--- config.mk ---
export PLATFORM = sky130hd
export DESIGN_NAME = fp32_mult
export DESIGN_NICKNAME = d
export VERILOG_FILES = /design/src/rtl/fp32_mult_pkg.sv /design/src/rtl/fp32_prefix_add.sv /design/src/rtl/fp32_mult_ctrl.sv /design/src/rtl/fp32_mult_dp.sv /design/src/rtl/fp32_mult.sv
export SDC_FILE = /design/constraint.sdc
export NUM_CORES = 1
export LEC_CHECK = 0
export BUFFER_PORTS_ARGS = -buffer_cell sky130_fd_sc_hd__buf_2
export CORE_ASPECT_RATIO = 1.4
export CORE_UTILIZATION = 45
export CTS_CLUSTER_DIAMETER = 60
export DETAILED_ROUTE_END_ITERATION = 16
export PLACE_DENSITY = 0.69
export SLEW_MARGIN = 20
export SYNTH_ARGS = -nofsm -noshare
export SYNTH_HDL_FRONTEND = slang
export SYNTH_SLANG_ARGS = --single-unit
--- constraint.sdc ---
create_clock -name clk -period 0.8 [get_ports clk]
set_input_delay 0.04 -clock clk [delete_from_list [all_inputs] [get_ports clk]]
set_output_delay 0.04 -clock clk [all_outputs]
set_load 0.01 [all_outputs]
--- src/rtl/fp32_mult_pkg.sv ---
package fp32_mult_pkg;

  // Strobes from the classifier that pick the datapath's final word.
  typedef struct packed {
    logic selNan;
    logic selInf;
    logic selZero;
  } fmStrobe_t;

endpackage

--- src/rtl/fp32_prefix_add.sv ---
// Parallel-prefix (Kogge-Stone style) adder with carry-in.
module fp32_prefix_add #(
  parameter int W = 10
) (
  input  logic [W-1:0] a,
  input  logic [W-1:0] b,
  input  logic         cin,
  output logic [W-1:0] sum
);
  localparam int LVL = (W > 1) ? $clog2(W) : 1;

  logic [W-1:0] propBit;
  logic [W-1:0] carryIn;

  always_comb begin
    logic [W-1:0] gCur, pCur, gNxt, pNxt;
    propBit = a ^ b;
    gCur    = a & b;
    pCur    = propBit;
    // carry-in folded into the bit-0 generate term
    gCur[0] = gCur[0] | (pCur[0] & cin);
    for (int lv = 0; lv < LVL; lv++) begin
      gNxt = gCur;
      pNxt = pCur;
      for (int i = 0; i < W; i++) begin
        if (i >= (1 << lv)) begin
          gNxt[i] = gCur[i] | (pCur[i] & gCur[i - (1 << lv)]);
          pNxt[i] = pCur[i] & pCur[i - (1 << lv)];
        end
      end
      gCur = gNxt;
      pCur = pNxt;
    end
    carryIn = {gCur[W-2:0], cin};
  end

  assign sum = propBit ^ carryIn;

endmodule

--- src/rtl/fp32_mult_ctrl.sv ---
// Special-case classifier: decides the output class and the flags.
module fp32_mult_ctrl
  import fp32_mult_pkg::*;
#(
  parameter int EXP_W = 8,
  parameter int FRAC_W = 23,
  localparam int MAG_W = EXP_W + FRAC_W,
  localparam int EW = EXP_W + 2
) (
  input  logic [MAG_W-1:0] magA,
  input  logic [MAG_W-1:0] magB,
  input  logic [EW-1:0]    expNorm,
  output fmStrobe_t        strobe,
  output logic             invalidFlag,
  output logic             overflowFlag,
  output logic             underflowFlag
);
  localparam int EXP_MAX = (1 << EXP_W) - 2;

  logic aZero, aInf, aNan, bZero, bInf, bNan;
  logic anyNan, anyInf, anyZero;
  logic expHigh, expLow;

  always_comb begin
    aZero = (magA[MAG_W-1 -: EXP_W] == '0);
    bZero = (magB[MAG_W-1 -: EXP_W] == '0);
    aInf  = (magA[MAG_W-1 -: EXP_W] == '1) && (magA[FRAC_W-1:0] == '0);
    bInf  = (magB[MAG_W-1 -: EXP_W] == '1) && (magB[FRAC_W-1:0] == '0);
    aNan  = (magA[MAG_W-1 -: EXP_W] == '1) && (magA[FRAC_W-1:0] != '0);
    bNan  = (magB[MAG_W-1 -: EXP_W] == '1) && (magB[FRAC_W-1:0] != '0);

    anyNan  = aNan || bNan || (aInf && bZero) || (bInf && aZero);
    anyInf  = !anyNan && (aInf || bInf);
    anyZero = !anyNan && !anyInf && (aZero || bZero);

    expHigh = $signed(expNorm) > $signed(EW'(EXP_MAX));
    expLow  = $signed(expNorm) < $signed(EW'(1));

    invalidFlag   = anyNan;
    overflowFlag  = !anyNan && !anyInf && !anyZero && expHigh;
    underflowFlag = !anyNan && !anyInf && !anyZero && expLow;

    strobe.selNan  = anyNan;
    strobe.selInf  = anyInf || overflowFlag;
    strobe.selZero = anyZero || underflowFlag;
  end

endmodule

--- src/rtl/fp32_mult_dp.sv ---
// Arithmetic path: sign, exponent adders, significand product, normalize, pack.
module fp32_mult_dp
  import fp32_mult_pkg::*;
#(
  parameter int EXP_W = 8,
  parameter int FRAC_W = 23,
  localparam int TOP = EXP_W + FRAC_W,
  localparam int EW = EXP_W + 2
) (
  input  logic [TOP:0]   opA,
  input  logic [TOP:0]   opB,
  input  fmStrobe_t      strobe,
  output logic [EW-1:0]  expNorm,
  output logic [TOP:0]   prodWord
);
  localparam int SIG_W = FRAC_W + 1;
  localparam int PW = 2 * SIG_W;
  localparam int BIAS = (1 << (EXP_W - 1)) - 1;
  localparam logic [EW-1:0] NEG_BIAS = EW'((1 << EW) - BIAS);

  logic             signOut;
  logic [SIG_W-1:0] sigA, sigB;
  logic [PW-1:0]    product;
  logic             normHi;
  logic [FRAC_W-1:0] fracOut;
  logic [EW-1:0]    expSum;
  logic [FRAC_W-1:0] unusedLow;

  assign signOut = opA[TOP] ^ opB[TOP];
  assign sigA    = {1'b1, opA[FRAC_W-1:0]};
  assign sigB    = {1'b1, opB[FRAC_W-1:0]};
  assign product = PW'(sigA) * PW'(sigB);
  assign normHi  = product[PW-1];
  assign fracOut = normHi ? product[PW-2 -: FRAC_W] : product[PW-3 -: FRAC_W];
  assign unusedLow = product[FRAC_W-1:0];

  fp32_prefix_add #(.W(EW)) u_expSum (
    .a   ({2'b00, opA[TOP-1 -: EXP_W]}),
    .b   ({2'b00, opB[TOP-1 -: EXP_W]}),
    .cin (1'b0),
    .sum (expSum)
  );

  // bias removal, with the normalization step entering as carry-in
  fp32_prefix_add #(.W(EW)) u_expBias (
    .a   (expSum),
    .b   (NEG_BIAS),
    .cin (normHi),
    .sum (expNorm)
  );

  always_comb begin
    if (strobe.selNan)
      prodWord = {1'b0, {EXP_W{1'b1}}, 1'b1, {(FRAC_W-1){1'b0}}};
    else if (strobe.selInf)
      prodWord = {signOut, {EXP_W{1'b1}}, {FRAC_W{1'b0}}};
    else if (strobe.selZero)
      prodWord = {signOut, {TOP{1'b0}}};
    else
      prodWord = {signOut, expNorm[EXP_W-1:0], fracOut};
  end

endmodule

--- src/rtl/fp32_mult.sv ---
module fp32_mult
  import fp32_mult_pkg::*;
#(
  parameter int EXP_W = 8,
  parameter int FRAC_W = 23,
  parameter bit REG_OUT = 1'b1
) (
  input  logic                    clk,
  input  logic                    rstN,
  input  logic [EXP_W+FRAC_W:0]   opA,
  input  logic [EXP_W+FRAC_W:0]   opB,
  output logic [EXP_W+FRAC_W:0]   prod,
  output logic                    invalidFlag,
  output logic                    overflowFlag,
  output logic                    underflowFlag
);
  localparam int TOP = EXP_W + FRAC_W;
  localparam int EW = EXP_W + 2;

  fmStrobe_t   strobe;
  logic [EW-1:0] expNorm;
  logic [TOP:0]  prodComb;
  logic          invC, ovfC, unfC;

  fp32_mult_dp #(.EXP_W(EXP_W), .FRAC_W(FRAC_W)) u_dp (
    .opA      (opA),
    .opB      (opB),
    .strobe   (strobe),
    .expNorm  (expNorm),
    .prodWord (prodComb)
  );

  fp32_mult_ctrl #(.EXP_W(EXP_W), .FRAC_W(FRAC_W)) u_ctrl (
    .magA          (opA[TOP-1:0]),
    .magB          (opB[TOP-1:0]),
    .expNorm       (expNorm),
    .strobe        (strobe),
    .invalidFlag   (invC),
    .overflowFlag  (ovfC),
    .underflowFlag (unfC)
  );

  generate
    if (REG_OUT) begin : g_reg
      always_ff @(posedge clk or negedge rstN) begin
        if (!rstN) begin
          prod          <= '0;
          invalidFlag   <= 1'b0;
          overflowFlag  <= 1'b0;
          underflowFlag <= 1'b0;
        end else begin
          prod          <= prodComb;
          invalidFlag   <= invC;
          overflowFlag  <= ovfC;
          underflowFlag <= unfC;
        end
      end
    end else begin : g_comb
      logic unusedClk;
      assign unusedClk     = clk ^ rstN;
      assign prod          = prodComb;
      assign invalidFlag   = invC;
      assign overflowFlag  = ovfC;
      assign underflowFlag = unfC;
    end
  endgenerate

endmodule

# Word level (Yosys, flattened, before mapping)
# Cells that the tools add are included.
dict set report word_totals {
  ff_bits 35
  word_cells 129
}
dict set report op_classes {
  n_reduce_logical 28
  eq_ne 2
  n_lt_le_gt_ge 2
  n_mux 4
  bitwise_logic 88
  n_mul 1
}
# cell n
set op_table {}
lappend op_table {{2-to-1 mux 31 bit} 2}
lappend op_table {{AND 1 bit} 55}
lappend op_table {{multiplier 24 x 24 -> 48 bit} 1}
lappend op_table {{zero test 23 bit} 2}
lappend op_table {{nonzero test 23 bit} 2}
lappend op_table {{2-to-1 mux 32 bit} 1}
lappend op_table {{OR 1 bit} 24}
lappend op_table {{2-to-1 mux 23 bit} 1}
lappend op_table {{bitwise XOR 10 bit} 2}
lappend op_table {{== test 8 bit, second input constant} 2}
lappend op_table {{zero test 8 bit} 2}
lappend op_table {{logical AND 1 bit} 12}
lappend op_table {{> comparator 10 x 9 -> 1 bit, second input constant} 1}
lappend op_table {{less-than comparator 10 x 2 -> 1 bit, second input constant} 1}
lappend op_table {{AND 8 bit} 1}
lappend op_table {{bitwise XOR 8 bit} 1}
lappend op_table {{logical OR 1 bit} 7}
lappend op_table {{NOT 4 bit} 1}
lappend op_table {{zero test 1 bit} 3}
lappend op_table {{AND 1 bit, first input constant} 2}
lappend op_table {{OR 1 bit, first input constant} 1}
lappend op_table {{bitwise XOR 1 bit} 1}

# Longest topological paths before layout
# Gate-level depths: netlist of run 1.
dict set report logic_depth {
  ltp_word 23
  mapped_depth 39
  ltp_nobuf 37
}

# Cells and area by module
# From an unflattened synthesis of run 1, not the netlist that was laid out.
dict set report unflattened {
  hier_cells 2381
  hier_area_um2 21013.9
}
# module area_each_um2 cells_per_inst seq_area_each_um2 n_inst
set modules_own_cells {}
lappend modules_own_cells {fp32_mult_dp 18939.4 2196 0.0 1}
lappend modules_own_cells {fp32_prefix_add 444.2 52 0.0 2}
lappend modules_own_cells {fp32_mult 875.8 35 875.8 1}
lappend modules_own_cells {fp32_mult_ctrl 310.3 46 0.0 1}

# Worst setup path after synthesis of run 1
# OpenSTA, ideal clock, no wires.
dict set report synth_timing {
  kind {input to register}
  from {in opB[3]}
  to {reg prod[12]}
  required_ps 723
  setup_slack_ps -7790
  arrival_ps 8513
  path_stages 39
  cell_sequence {clkbuf_1 nand2_1 fa_1 inv_1 fa_1 inv_1 fa_1 inv_1 fa_1 inv_1 fa_1 inv_1 fa_1 inv_1 fa_1 inv_1 ha_1 a21oi_1 (+3 left out) a31oi_1 o21ai_1 a211o_1 nand2_1 inv_1 ha_1 inv_1 ha_1 xnor3_1 nand2_1 nor3b_2 nor3b_1 o311a_1 or2_0 buf_2 or3_4 buf_6 a21oi_1}
}
dict set report synth_between {
  elab_chain_len 17
  elab_cells_between_ends 40
  classes_between {1 x mul; 2 x order compare; 4 x mux; 13 x bitwise; 20 x reduce/logical}
}
# item line_no
set synth_lines {}
lappend synth_lines {{start, declared} fp32_mult.sv:11} ;# input logic [EXP_W+FRAC_W:0] opB,
lappend synth_lines {{parallel branches: the longest is 16 deep, another holds multiplier 24 x 24 -> 48 bit} n/a}
lappend synth_lines {{2-to-1 mux 32 bit (*)} fp32_mult_dp.sv:53} ;# if (strobe.selNan)
lappend synth_lines {{net prodComb[12]} fp32_mult.sv:22} ;# logic [TOP:0] prodComb;
lappend synth_lines {{end signal, assigned} fp32_mult.sv:52} ;# prod <= prodComb;
lappend synth_lines {{end, declared} fp32_mult.sv:12} ;# output logic [EXP_W+FRAC_W:0] prod,
# Mark *: on every way through the listed nets, which the timed path passes.

# Final worst setup path of run 1
dict set report layout_timing {
  from {in opA[13]}
  to {reg prod[10]}
}
dict set report layout_between {
  elab_chain_len 17
  elab_cells_between_ends 40
  classes_between {1 x mul; 2 x order compare; 4 x mux; 13 x bitwise; 20 x reduce/logical}
}
# item line_no
set layout_lines {}
lappend layout_lines {{start, declared} fp32_mult.sv:10} ;# input logic [EXP_W+FRAC_W:0] opA,
lappend layout_lines {{parallel branches: the longest is 16 deep, another holds multiplier 24 x 24 -> 48 bit} n/a}
lappend layout_lines {{2-to-1 mux 32 bit (*)} fp32_mult_dp.sv:53}
lappend layout_lines {{net prodComb[10]} fp32_mult.sv:22}
# Marked as above.

==> flow_summary.ini, run 1 <==
[setup_path]
crit_type = in -> reg
worstPathMaxFanout = 8
slowest_stage = fa_1
cp.required_ns = 1.01
cpPeakStageDelay_ns = 0.61
startpoint = opA[13]
worstPathArrival_ns = 8.07
cpMostUsedCell = fa_1
start_kind = primary input
end_kind = register

[floorplanning]
io-pin-count = 101
die_area_um2 = 46700
core_area_um2 = 45100
num_rows = 92
die_x_um = 183
initial_core_util_pct = 45.7
fp.dieH_um = 255

[yosys]
synth_top_area_cell = fa_1
avgSynthCellArea_um2 = 8.77
synth_flop_cell = dfrtp_1
yosysSeqAreaShare_pct = 4.24
netlist_area_um2 = 20600
ys_ff_latch = 35
synth.distinct_cells = 72
synthCells = 2354
synth-edff-count = 0
synth_top_area_share_pct = 46.8
syn-num-nets = 3081
synthArstFlopShare_pct = 100
synthTopCellsByArea = fa_1 (47%), ha_1 (11%), inv_1 (10%)
yosys_warnings = 0

[min_path]
min_path_type = in -> reg
min_delay_path_depth = 3
hp-start = opA[31]

[global_routing]
grt_overflow = 0
grt_pass1_vias = 20303
antenna_found_initial = 1
track_usage_pct = 29.4
grt_pass1_wl_um = 105000
grt_max_degree = 23

[timing]
finalCriticalPeriod_ns = 7.86
grt_setup_unrepaired = true
timing.final.crit_share_pct = 983
worst_slack_ns = -7.06
slew_headroom_pct = 58.7
fin_hold_ws_ns = 0.0746
hold_violations = 0
setup_tns_ns = -232.83
worstMarginPinSlew_ns = 0.619
fmax_ghz = 0.127
setup_viol = 70
drv_slew = 0

[flow_run]
cap_viol_max_count = 0

[clock_tree]
clk_pin_slew_worst_paths_ns = 0.06
cts_buffer_depth = 2
cts_root_buf = clkbuf_16
numCtsBuffers = 5
cts.sinks = 35
cts_tree = built
cts.htree.levels = 2

[placement]
io_buffers = 100
gp_congestion = 0.947
dp_hpwl_um = 56200

[finish]
synthToLayoutAreaGrowth_pct = 30.4
fillers = 3784
final_nets = 3516
final_util_pct = 59.6
layout-drive-gt1-share_pct = 27.7

[drt]
remaining_drc_errors = 0
dr.pass1.iters = 5
dr_total_vias = 18109
wl_um = 67100
dr.first_iter.drc_count = 1034
drtAntennaViolNets = 0
via_per_inst = 5.32
wl_per_cell_um = 19.7

[outcome]
violations = negative setup slack
status = finished with violations
==> kinds of logic (layout without fill, tap and decap cells) <==
kind of cell	count (synthesis)	after routing	synth area share, %
xor+xnor	32	32	1.43
flops	35	35	4.24
mux	3	3	0.158
other cells	0	1	0
fa+ha+maj	661	661	57.6
compound gates	206	206	6.74
simple gates	731	731	17.3
buf+inv	686	1122	12.6
==> path summary, 6_finish.rpt <==
| path | to | slack, ns |
|---|---|---|
| max | prod[10]$_DFF_PN0_ | -7.06 |
| min in group asynchronous | overflowFlag$_DFF_PN0_ | 0.19 |
| max in group asynchronous | prod[13]$_DFF_PN0_ | 0.18 |
| min | prod[31]$_DFF_PN0_ | 0.07 |
==> flip-flops by register name, indices dropped and copies added (netlist names) <==
name and cells:
prod 32, underflowFlag 1, overflowFlag 1, invalidFlag 1
==> cell usage after synthesis (3+ instances only) <==
| library cell | number |
|---|---|
| ha_1 | 179 |
| xor2_1 | 14 |
| a21o_1 | 14 |
| or3_1 | 4 |
| nor4_1 | 19 |
| a22oi_1 | 3 |
| nand2b_1 | 6 |
| o21ai_0 | 46 |
| nor3_1 | 14 |
| o211ai_1 | 9 |
| xnor2_1 | 17 |
| a211oi_1 | 13 |
| and2_1 | 219 |
| nor3b_1 | 3 |
| a31oi_1 | 4 |
| nor2_1 | 59 |
| clkbuf_1 | 103 |
| nand2_1 | 333 |
| dfrtp_1 | 35 |
| inv_1 | 575 |
| o21ai_1 | 4 |
| a21oi_2 | 6 |
| fa_1 | 482 |
| nand3_1 | 35 |
| and3_1 | 7 |
| a21oi_1 | 59 |
| nand4_1 | 13 |
| nor2b_1 | 7 |
| a211o_1 | 5 |
| o21bai_1 | 8 |
==> critical path, delay by kind of cell <==
family                   cells  cell delay [ns]
buffers and inverters        8             0.85
AO/OA/AOI/OAI                4             0.96
AND/OR/NAND/NOR             11             1.87
XOR/XNOR                     1             0.24
adder cells (fa/ha/maj)     10             4.10
==> stage by stage <==
step	std cells	worst slack, ns	area (um^2)
global route	3402	-7.33	26900
finish	3402	-7.06	26900
detailed placement	3321	-7.84	24800
CTS	3382	-6.99	26300
global placement	3321	-7.68	24800
floorplan	2354	-7.09	21200
==> repair_timing <==
| action | CTS | global route |
|---|---|---|
| endpoints found under the setup margin | 70 | 70 |
| pin swaps | 66 | 92 |
| buffers inserted | 50 | 22 |
| hold buffers | 1 | 0 |
| resized for setup | 208 | 136 |
| endpoints found under the hold margin | 35 | 0 |
| gates cloned | 2 | 0 |
==> cell type report <==
class,instances,area (um^2),share of cell area (%)
clock inverters,3,47.5,0.177
diodes,1,2.50,0.00930
well taps,611,764,2.84
flip-flops and latches,35,876,3.26
repair buffers,537,4670,17.4
multi-input cells,1633,18200,67.7
clock buffers,5,125,0.465
inverters,577,2190,8.15
==> cells in the final DEF (no fill, tap or decap), types with 5 or more instances in the layout <==
| master | netlist | final |
|---|---|---|
| inv_1 | 575 | 534 |
| fa_1 | 482 | 452 |
| buf_4 | 0 | 386 |
| nand2_1 | 333 | 318 |
| and2_1 | 219 | 204 |
| ha_1 | 179 | 152 |
| buf_2 | 2 | 54 |
| nor2_1 | 59 | 52 |
| buf_6 | 2 | 46 |
| buf_12 | 0 | 37 |
| dfrtp_1 | 35 | 35 |
| inv_2 | 0 | 34 |
| nand3_1 | 35 | 32 |
| o21ai_0 | 46 | 32 |
| a21oi_1 | 59 | 31 |
| fa_2 | 0 | 30 |
| a21oi_2 | 6 | 25 |
| ha_4 | 0 | 24 |
| xnor2_1 | 17 | 17 |
| and2_4 | 0 | 15 |
| a21o_1 | 14 | 14 |
| o21ai_1 | 4 | 14 |
| xor2_1 | 14 | 14 |
| nand4_1 | 13 | 13 |
| nand2_2 | 0 | 12 |
| buf_8 | 0 | 10 |
| o211ai_1 | 9 | 9 |
| a21oi_4 | 0 | 9 |
| a211oi_1 | 13 | 9 |
| nor4_1 | 19 | 8 |
| o21bai_1 | 8 | 8 |
| nor3_1 | 14 | 8 |
| nor4_4 | 0 | 6 |
| nor2b_1 | 7 | 6 |
| and3_1 | 7 | 6 |
| nor3_2 | 0 | 5 |
| nor4_2 | 0 | 5 |
| a211o_1 | 5 | 5 |
| nand2b_1 | 6 | 5 |
| clkbuf_16 | 0 | 5 |
==> routing by layer <==
metal	wire length [um]	part of all wire [%]	global-route usage (%)
met2	36000	54	53.9
met1	21600	32	30.2
met3	3670	5.5	3.82
met5	0	0	0
met4	5860	8.7	21.9
Power of run 1 is not shown: default switching activity piles up to over one toggle a cycle in this logic, so the estimate is an artifact.
==> run 2: changes to the inputs <==
Settings changed: TNS_END_PERCENT from default to 10.
==> flow_summary.ini, run 2 (same netlist as run 1, synthesis figures left out) <==
[outcome]
status = finished with violations
violations = negative setup slack

[floorplanning]
fp.dieH_um = 255
io-pin-count = 101
initial_core_util_pct = 45.7
num_rows = 92
die_x_um = 183
die_area_um2 = 46700
core_area_um2 = 45100

[finish]
synthToLayoutAreaGrowth_pct = 26.0
top_register = prod
final_nets = 3515
final_cell_mix = inv_1 (563), fa_1 (464), buf_4 (422)
largest_reg_flops = 32
final_util_pct = 57.6
layout-drive-gt1-share_pct = 24.3
stdcell_area_um2 = 26000
layout_commonest_cell = inv_1

[setup_path]
crit_type = in -> reg
slowest_stage = fa_1
end_kind = register
start_kind = primary input
worstPathArrival_ns = 8.19
cpMostUsedCell = buf_4
cpPeakStageDelay_ns = 0.58
cp.required_ns = 0.94
worstPathMaxFanout = 6

[placement]
io_buffers = 100
placed_cell_area_um2 = 24700
dp_hpwl_um = 56300
gp_congestion = 0.965

[clock_tree]
numCtsBuffers = 5
cts.sinks = 35
cts_buffer_depth = 2
cts.htree.levels = 2
cts_tree = built
cts_root_buf = clkbuf_16
clk_pin_slew_worst_paths_ns = 0.05

[min_path]
min_delay_path_depth = 3
worstHoldEndpoint = prod[31]$_DFF_PN0_
min_path_type = in -> reg
hp-start = opA[31]

[global_routing]
grt_overflow = 0
track_usage_pct = 29.1
grt_pass1_vias = 20293
grt_pass1_wl_um = 105000
grt_max_degree = 36
antenna_found_initial = 1

[drt]
remaining_drc_errors = 0
wl_per_cell_um = 19.3
dr.pass1.iters = 5
drtAntennaViolNets = 0
wl_um = 65700
dr.first_iter.drc_count = 931
dr_total_vias = 17985
via_per_inst = 5.29

[timing]
finalCriticalPeriod_ns = 8.06
slew_headroom_pct = 63.4
timing.final.crit_share_pct = 1010
drv_slew = 0
hold_violations = 0
worst_slack_ns = -7.26
grt_setup_unrepaired = true
setup_viol = 70
fmax_ghz = 0.124
worstMarginPinSlew_ns = 0.545

[flow_run]
cap_viol_max_count = 0
[run 2: how the worst max path moves through the flow]
stage,slack (ns),from,endpoint,cells after the start
6_report,-7.26,opA[12],prod[22]$_DFF_PN0_,39
3_3_place_gp,-7.65,opB[0],prod[26]$_DFF_PN0_,39
2_1_floorplan,-7.09,opB[6],prod[11]$_DFF_PN0_,38
4_1_cts,-7.03,opA[12],prod[15]$_DFF_PN0_,37
3_5_place_dp,-7.79,opB[4],prod[2]$_DFF_PN0_,37
5_1_grt,-7.45,opB[0],prod[17]$_DFF_PN0_,38
[run 2: area by class of cell]
class,instances,area [um^2]
tap,611,764
antenna,1,2.50
fill,3948,19100
clock inverter,2,16.3
timing repair buffer,536,4240
sequential,35,876
inverter,577,2190
clock buffer,6,139
multi-input combinational,1633,17800
[run 2: routing by layer]
metal  vias up  global-route usage [%]  part of all wire, %
li1       7894                       -                    -
met1      9126                    30.0                   33
met2       696                    53.8                   53
met3       269                    3.28                  4.8
met4         0                    21.1                  8.8
met5         -                       0                    0
[run 2: worst max-delay path: cells and delay by family]
kind | cells | cell delay (ns)
adders and majority gates | 8 | 3.89
buffers and inverters | 21 | 2.40
AOI/OAI and AO/OA | 4 | 1.15
and+or+nand+nor | 6 | 0.72
[run 2: what timing repair did]
action,in CTS,in global routing
hold buffers,1,0
hold endpoints to repair,35,0
gates cloned,0,2
setup endpoints to repair,70,70
setup buffers,59,1
pin swaps,56,3
resized for setup,127,26
[run 2: stage by stage]
stage | std cells | TNS (ns) | setup slack (ns) | hold WS, ns
final | 3401 | -238.43 | -7.26 | 0.0225
after global routing | 3401 | -246.70 | -7.45 | 0.0412
after CTS | 3397 | -232.69 | -7.03 | 0.0168
after detailed placement | 3330 | -257.29 | -7.79 | 0.0122
after global placement | 3330 | -252.93 | -7.65 | 0.00614
after floorplan | 2354 | -228.14 | -7.09 | -0.256
Power of run 2 is left out for the same reason.
